===== src/rtl/jtag_path_pkg.sv =====
package jtag_path_pkg;

    localparam int IR_W = 3;

    typedef enum logic [IR_W-1:0] {
        OP_EXTEST = 3'b000,
        OP_IDCODE = 3'b001,
        OP_SAMPLE = 3'b010,
        OP_CLAMP  = 3'b011,
        OP_HIGHZ  = 3'b100,
        OP_BYPASS = 3'b111
    } instr_e;

    localparam logic [IR_W-1:0] IR_CAPTURE_VAL = 3'b001;

    typedef enum logic [1:0] {
        PM_NORMAL = 2'b00,
        PM_DRIVE  = 2'b01,
        PM_CLAMP  = 2'b10,
        PM_HIGHZ  = 2'b11
    } pin_mode_e;

    typedef enum logic [1:0] {
        SEL_BSR = 2'b00,
        SEL_ID  = 2'b01,
        SEL_BYP = 2'b10
    } dr_sel_e;

    typedef struct packed {
        dr_sel_e   sel;
        pin_mode_e mode;
    } decode_t;

    typedef struct packed {
        logic tlr;
        logic cap_ir;
        logic shf_ir;
        logic upd_ir;
        logic cap_dr;
        logic shf_dr;
        logic upd_dr;
    } tap_strobe_t;

    function automatic decode_t decode_instr(logic [IR_W-1:0] code);
        decode_t d;
        d.sel  = SEL_BYP;
        d.mode = PM_NORMAL;
        case (code)
            OP_EXTEST: begin d.sel = SEL_BSR; d.mode = PM_DRIVE; end
            OP_SAMPLE: d.sel = SEL_BSR;
            OP_IDCODE: d.sel = SEL_ID;
            OP_CLAMP:  d.mode = PM_CLAMP;
            OP_HIGHZ:  d.mode = PM_HIGHZ;
            default:   d.sel = SEL_BYP;
        endcase
        return d;
    endfunction

endpackage


===== src/rtl/jtag_ir_stage.sv =====
module jtag_ir_stage
    import jtag_path_pkg::*;
(
    input  logic            tck,
    input  logic            rst,
    input  logic            tdi,
    input  tap_strobe_t     stb,
    output logic            sr_lsb,
    output logic [IR_W-1:0] active
);
    logic [IR_W-1:0] shift_q;

    always_ff @(posedge tck) begin
        if (rst || stb.cap_ir) begin
            shift_q <= IR_CAPTURE_VAL;
        end else if (stb.shf_ir) begin
            shift_q <= {tdi, shift_q[IR_W-1:1]};
        end
    end

    always_ff @(negedge tck) begin
        if (rst || stb.tlr) begin
            active <= OP_IDCODE;
        end else if (stb.upd_ir) begin
            active <= shift_q;
        end
    end

    assign sr_lsb = shift_q[0];
endmodule


===== src/rtl/jtag_data_regs.sv =====
module jtag_data_regs
    import jtag_path_pkg::*;
#(
    parameter logic [3:0]  ID_VERSION = 4'h1,
    parameter logic [15:0] ID_PART    = 16'h0001,
    parameter logic [10:0] ID_MANUF   = 11'h001
) (
    input  logic    tck,
    input  logic    rst,
    input  logic    tdi,
    input  dr_sel_e sel,
    input  logic    capture,
    input  logic    shift,
    output logic    byp_bit,
    output logic    id_bit
);
    localparam int          ID_W     = 32;
    localparam logic [ID_W-1:0] ID_VALUE = {ID_VERSION, ID_PART, ID_MANUF, 1'b1};

    logic            byp_q;
    logic [ID_W-1:0] id_q;

    always_ff @(posedge tck) begin
        if (rst) begin
            byp_q <= 1'b0;
            id_q  <= ID_VALUE;
        end else begin
            if (sel == SEL_BYP) begin
                if (capture)    byp_q <= 1'b0;
                else if (shift) byp_q <= tdi;
            end
            if (sel == SEL_ID) begin
                if (capture)    id_q <= ID_VALUE;
                else if (shift) id_q <= {tdi, id_q[ID_W-1:1]};
            end
        end
    end

    assign byp_bit = byp_q;
    assign id_bit  = id_q[0];
endmodule


===== src/rtl/jtag_tdo_mux.sv =====
module jtag_tdo_mux
    import jtag_path_pkg::*;
(
    input  logic    tck,
    input  logic    rst,
    input  logic    shf_ir,
    input  logic    shf_dr,
    input  dr_sel_e sel,
    input  logic    ir_bit,
    input  logic    byp_bit,
    input  logic    id_bit,
    input  logic    bsr_bit,
    output logic    tdo,
    output logic    tdo_oe
);
    logic dr_bit;

    always_comb begin
        case (sel)
            SEL_BSR: dr_bit = bsr_bit;
            SEL_ID:  dr_bit = id_bit;
            default: dr_bit = byp_bit;
        endcase
    end

    always_ff @(negedge tck) begin
        if (rst) begin
            tdo    <= 1'b0;
            tdo_oe <= 1'b0;
        end else begin
            tdo_oe <= shf_ir || shf_dr;
            if (shf_ir)      tdo <= ir_bit;
            else if (shf_dr) tdo <= dr_bit;
            else             tdo <= 1'b0;
        end
    end
endmodule


===== src/rtl/jtag_scan_path.sv =====
module jtag_scan_path
    import jtag_path_pkg::*;
#(
    parameter logic [3:0]  ID_VERSION = 4'h1,
    parameter logic [15:0] ID_PART    = 16'h0001,
    parameter logic [10:0] ID_MANUF   = 11'h001
) (
    input  logic       tck,
    input  logic       rst,
    input  logic       tdi,
    input  logic       st_tlr,
    input  logic       st_capture_ir,
    input  logic       st_shift_ir,
    input  logic       st_update_ir,
    input  logic       st_capture_dr,
    input  logic       st_shift_dr,
    input  logic       st_update_dr,
    input  logic       bsr_so,
    output logic       bsr_capture,
    output logic       bsr_shift,
    output logic       bsr_update,
    output logic       bsr_si,
    output logic [1:0] pin_mode,
    output logic       tdo,
    output logic       tdo_oe
);
    tap_strobe_t     stb;
    logic [IR_W-1:0] active;
    logic            ir_bit;
    logic            byp_bit;
    logic            id_bit;
    decode_t         dec;
    logic            bsr_sel;

    assign stb = '{tlr: st_tlr, cap_ir: st_capture_ir, shf_ir: st_shift_ir,
                   upd_ir: st_update_ir, cap_dr: st_capture_dr,
                   shf_dr: st_shift_dr, upd_dr: st_update_dr};

    jtag_ir_stage i_ir (
        .tck    (tck),
        .rst    (rst),
        .tdi    (tdi),
        .stb    (stb),
        .sr_lsb (ir_bit),
        .active (active)
    );

    assign dec     = decode_instr(active);
    assign bsr_sel = (dec.sel == SEL_BSR);

    jtag_data_regs #(
        .ID_VERSION (ID_VERSION),
        .ID_PART    (ID_PART),
        .ID_MANUF   (ID_MANUF)
    ) i_dr (
        .tck     (tck),
        .rst     (rst),
        .tdi     (tdi),
        .sel     (dec.sel),
        .capture (stb.cap_dr),
        .shift   (stb.shf_dr),
        .byp_bit (byp_bit),
        .id_bit  (id_bit)
    );

    jtag_tdo_mux i_tdo (
        .tck     (tck),
        .rst     (rst),
        .shf_ir  (stb.shf_ir),
        .shf_dr  (stb.shf_dr),
        .sel     (dec.sel),
        .ir_bit  (ir_bit),
        .byp_bit (byp_bit),
        .id_bit  (id_bit),
        .bsr_bit (bsr_so),
        .tdo     (tdo),
        .tdo_oe  (tdo_oe)
    );

    assign bsr_capture = bsr_sel && stb.cap_dr;
    assign bsr_shift   = bsr_sel && stb.shf_dr;
    assign bsr_update  = bsr_sel && stb.upd_dr;
    assign bsr_si      = tdi;
    assign pin_mode    = dec.mode;
endmodule


===== config.mk =====
export PLATFORM = sky130hd
export DESIGN_NAME = jtag_scan_path
export DESIGN_NICKNAME = d
export VERILOG_FILES = /design/src/rtl/jtag_path_pkg.sv /design/src/rtl/jtag_ir_stage.sv /design/src/rtl/jtag_data_regs.sv /design/src/rtl/jtag_tdo_mux.sv /design/src/rtl/jtag_scan_path.sv
export SDC_FILE = /design/constraint.sdc
export NUM_CORES = 1
export LEC_CHECK = 0
export ABC_CLOCK_PERIOD_IN_PS = 1890
export CELL_PAD_IN_SITES_DETAIL_PLACEMENT = 1
export CELL_PAD_IN_SITES_GLOBAL_PLACEMENT = 2
export CORE_MARGIN = 3
export CORE_UTILIZATION = 34
export DETAILED_ROUTE_END_ITERATION = 16
export HOLD_SLACK_MARGIN = 0.03
export PLACE_DENSITY_LB_ADDON = 0.1
export SYNTH_ARGS = -nofsm -noshare
export SYNTH_HDL_FRONTEND = slang
export SYNTH_SLANG_ARGS = --single-unit

===== constraint.sdc =====
create_clock -name tck -period 1.89 [get_ports tck]
set_input_delay 0.4725 -clock tck [delete_from_list [all_inputs] [get_ports tck]]
set_output_delay 0.4725 -clock tck [all_outputs]
set_load 0.03 [all_outputs]

After elaboration in Yosys (flattened, before gate mapping). Index checks and enable logic that the tools add are counted.

Bits in latches: 0. Bits in read-only memories: 0. Logic and storage cells: 33. Register bits: 41. RAM bits: 0. Output and inout bits: 8. Memories: 0. Input port bits: 11.

Shifts and indexed selects: 0. $add $sub $neg: 0. Equal/unequal tests: 6. Reduce and logical (&&, ||, !) cells: 12. $mul: 0. Divide/modulo/power cells: 0. Bitwise logic cells: 0. Muxes and demuxes: 9. $lt $le $gt $ge: 0.

Operators with widths (count): 32-bit two-way mux (2); 3-bit by 2-bit equality test with 1-bit output (second input constant) (2); 2-bit case mux with 3 select lines (1); 1-bit two-way mux (4); 2-bit case mux with 2 select lines (1); 2-bit AND reduction (2); 3-bit by 1-bit equality test with 1-bit output (second input constant) (1); 3-bit equality test (second input constant) (1); 1-bit logical AND (3); 3-bit logical NOT (1); 1-bit logical OR (3); 2-bit by 1-bit equality test with 1-bit output (second input constant) (1); 2-bit equality test (second input constant) (1); 2-bit logical NOT (1); 1-bit case mux with 2 select lines (1); 2-bit nonzero test (1); 2-bit OR reduction (1).

Logic depth before layout (Yosys ltp).
Depth after elaboration: 7. Gate-level depth with buffers: 6. Gate-level depth less buffers: 3.

Modules after synthesis. From an unflattened synthesis, not the netlist that was laid out.

Cell total of the unflattened synthesis: 202. Area, all modules: 1873.0 sq um.

Modules (own cells, without submodules): jtag_data_regs (area each 1468.9 sq um, cells each 157, times used 1, seq. area each 660.6 sq um); jtag_ir_stage (area each 219.0 sq um, cells each 21, times used 1, seq. area each 120.1 sq um); jtag_scan_path (area each 95.1 sq um, cells each 13, times used 1, seq. area each 0.0 sq um); jtag_tdo_mux (area each 90.1 sq um, cells each 11, times used 1, seq. area each 40.0 sq um).

==> flow_metrics.tcl <==
set metrics [dict create \
    status "finished with violations" \
    violations "setup timing" \
    cap_violations 0 \
    critPathLaunchType "register" \
    syn2layout_area_growth_pct 28.1 \
    rr_endpoint "i_dr.id_q[28]" \
    multi_input_area_um2 938 \
    hold_end "i_dr.id_q[15]" \
    path_max_fanout 4 \
    syn_inst 202 \
    fillers 619 \
    seqCellArea_um2 827 \
    setup_slack_ns -0.724 \
    synth_warnings 0 \
    seqPwrFrac 0.527 \
    dp.cells 281 \
    hold_viol 0 \
    intPower_w 0.00123 \
    crit_path_end_kind "output port" \
    syn_avg_cell_area_um2 8.99 \
    fin_area_mm2 0.00233 \
    grt_first_pass_wirelength_mm 8.44 \
    die_w_um 79.1 \
    synth_nets 213 \
    coreArea_mm2 0.00494 \
    power_frac_comb 0.107 \
    worstSetupPathType "reg2out" \
    ir_drop_uv 422 \
    slew_headroom 0.761 \
    min_path_cells 2 \
    worstSkewPairLatency_ns 0.35 \
    drv_slew 0 \
    start_util 0.367 \
    synth-adder-area-share 0 \
    hold_buffers 0 \
    rsz0062_at_grt "yes" \
    fin_skew_ns 0.0612 \
    dpl_worst_slack_ns -0.594 \
    setup_viol 40 \
    ys_seq_area_frac 0.452 \
    post-route-util 0.471 \
    port_buffers 18 \
    synth_xor_area_frac 0 \
    drtPass1Iterations 4 \
    numClockSinks 41 \
    synth_compound_area_frac 0.203 \
    max_stage_delay_ns 0.33 \
    vias_per_cell 5.47 \
    vias 1607 \
    cp_data_arrival_time_ns 2.14 \
    fp.dieH_um 79.1 \
    track_usage 0.169 \
    required_ns 1.42 \
    fin_cells 294 \
    grt_overflow 0 \
    min_from "i_dr.id_q[15]" \
    yosys.area_share.simple 0.243 \
    clk_path_buf_depth 2 \
    power.leakage_nw 0.826 \
    num_rows 25 \
    die_area_mm2 0.00625 \
    drcViolationCount 0 \
    place_area_mm2 0.00215 \
    htree_num_levels 2 \
    cts.clk_slew.worst_paths_ns 0.08 \
    hpwl_mm 2.96 \
    grt_pass1_vias 1732 \
    grt_max_degree 34 \
    crit_buf_inv 2 \
    drt-total-wl_mm 4.72 \
    synth_top_family_by_area "simple AND/OR/NAND/NOR gates" \
    swShare 0.273 \
    synth_seq_cells 41 \
    antenna_found_initial 0 \
    drtIter0Drc 121 \
    crit_path_top_delay_cell "dfxtp_2" \
    hp-class "reg2reg" \
    cts_buffers 5 \
    reg2regPathDepth 4 \
    crit_chain "buf_6 -> nand3b_1 -> o21ai_2 -> buf_6" \
    wl_per_cell_um 16.1 \
    muxShareOfSynthArea 0.0331 \
    syn-cell-area_mm2 0.00182 \
    ys_types 26 \
    cts_tree "built" \
    worst_path_most_repeated_cell "buf_6" \
    setup-tns-final_ns -17.17 \
    cts_root_buf "clkbuf_8" \
    layout-drive-gt1-share 0.269 \
    cp_top_family "flip-flops" \
    p_switching_w 0.000460 \
    final_antenna_net_count 0 \
    num_io_pins 19 \
    final_nets 237 \
    power.density_mw_per_mm2 725 \
    p_clk_frac 0.366 \
    tightest_slew_ns 0.358 \
    gp_congestion 0.787 \
    reg2reg_from "i_ir.active[2]" \
    reg2reg_slack_ns -0.49 \
    diodes 0 \
]
layer usage:
metal | global-route usage | routed length, um | part of all wire | up-vias
met2 | 0.288 | 2330 | 0.49 | 18
met3 | 0.0351 | 118 | 0.025 | 8
met4 | 0.0567 | 61 | 0.013 | 0
met1 | 0.213 | 2210 | 0.47 | 793
li1 | - | - | - | 788
met5 | 0 | 0 | 0 | -
tightest hold or removal path: cells and delay by family (launching register included):
| family | cells | cell delay (ns) |
|---|---|---|
| AO/OA/AOI/OAI | 2 | 0.10 |
| flip-flops | 1 | 0.33 |
final cells by class:
class | instances | area share
well taps | 67 | 0.0360
multi-input cells | 134 | 0.403
clock buffers | 5 | 0.0296
flip-flops and latches | 41 | 0.356
repair buffers | 39 | 0.160
clock inverters | 8 | 0.0151
sequential cells by signal, summed over array words and instances (netlist names):
register,cells
i_ir.shift_q,3
i_dr.byp_bit,1
i_tdo.tdo,1
i_ir.active,3
i_tdo.tdo_oe,1
i_dr.id_q,32
power groups by stage:
stage	Sequential (W)	Clock [W]	Combinational [W]
4_1_cts	0.000888	0.000637	0.000181
5_1_grt	0.000890	0.000685	0.000196
6_report	0.000888	0.000617	0.000181
3_3_place_gp	0.000906	0.0000197	0.000174
2_1_floorplan	0.000911	0.0000197	0.000112
3_5_place_dp	0.000906	0.0000197	0.000178
synth_stat cells, drive strengths merged:
cell type | n | share of area
nand3b | 1 | 0.0041
or3b | 1 | 0.0048
mux2i | 6 | 0.033
o311ai | 1 | 0.0048
inv | 1 | 0.0021
nand2 | 3 | 0.0062
nor2 | 10 | 0.021
and2 | 3 | 0.010
nand2b | 1 | 0.0034
nor3 | 4 | 0.011
nor3b | 1 | 0.0069
nand4bb | 1 | 0.0062
o32ai | 1 | 0.0048
nand4b | 28 | 0.14
or2 | 1 | 0.0034
clkbuf | 18 | 0.039
a21oi | 34 | 0.094
dfxtp | 41 | 0.45
buf | 8 | 0.028
nor4 | 4 | 0.030
o21bai | 4 | 0.017
o21ai | 30 | 0.083
logic make-up (layout without fill, tap and decap cells):
| kind of cell | after synthesis | count (layout) |
|---|---|---|
| muxes | 6 | 6 |
| DFF | 41 | 41 |
| AOI/OAI and AO/OA | 70 | 70 |
| and+or+nand+nor | 58 | 58 |
| buffers and inverters | 27 | 52 |
worst max path at each step:
| stage | startpoint | cells after the start | endpoint |
|---|---|---|---|
| finish | i_ir.active[2] | 4 | pin_mode[1] |
| CTS | i_ir.active[2] | 4 | pin_mode[1] |
| global placement | st_shift_ir | 4 | i_tdo.tdo |
| floorplan | i_ir.active[0] | 6 | i_dr.id_q[0] |
| global route | i_ir.active[2] | 4 | pin_mode[1] |
| detailed placement | st_shift_ir | 4 | i_tdo.tdo |
stage by stage:
step / hold slack (ns) / power (W)
global route: 0.498 / 0.00177
finish: 0.468 / 0.00169
floorplan: 0.452 / 0.00104
CTS: 0.484 / 0.00171
global placement: 0.464 / 0.00110
detailed placement: 0.474 / 0.00110
timing repair:
action,4_1_cts,5_1_grt
endpoints found under the hold margin,0,0
resized for setup,26,1
pin swaps,7,0
setup endpoints to repair,45,40
gates cloned,0,0
setup buffers,1,0
layout by cell type (no fill, tap or decap), types with 2 or more instances in the layout:
cell type,n
dfxtp_2,5
buf_4,20
nand2_1,3
nor3_1,2
nor2_2,3
o21ai_2,4
nor2_1,7
clkbuf_8,5
nor3_2,2
clkdlybuf4s50_1,5
dlygate4sd2_1,4
o21ai_1,25
nand4b_1,28
nor4_4,2
a21oi_1,33
o21bai_1,4
dfxtp_1,36
and2_4,2
buf_6,6
mux2i_1,6
nor4_2,2
buf_12,3
inv_1,5
Note: power is estimated with default switching activity, not from simulation.
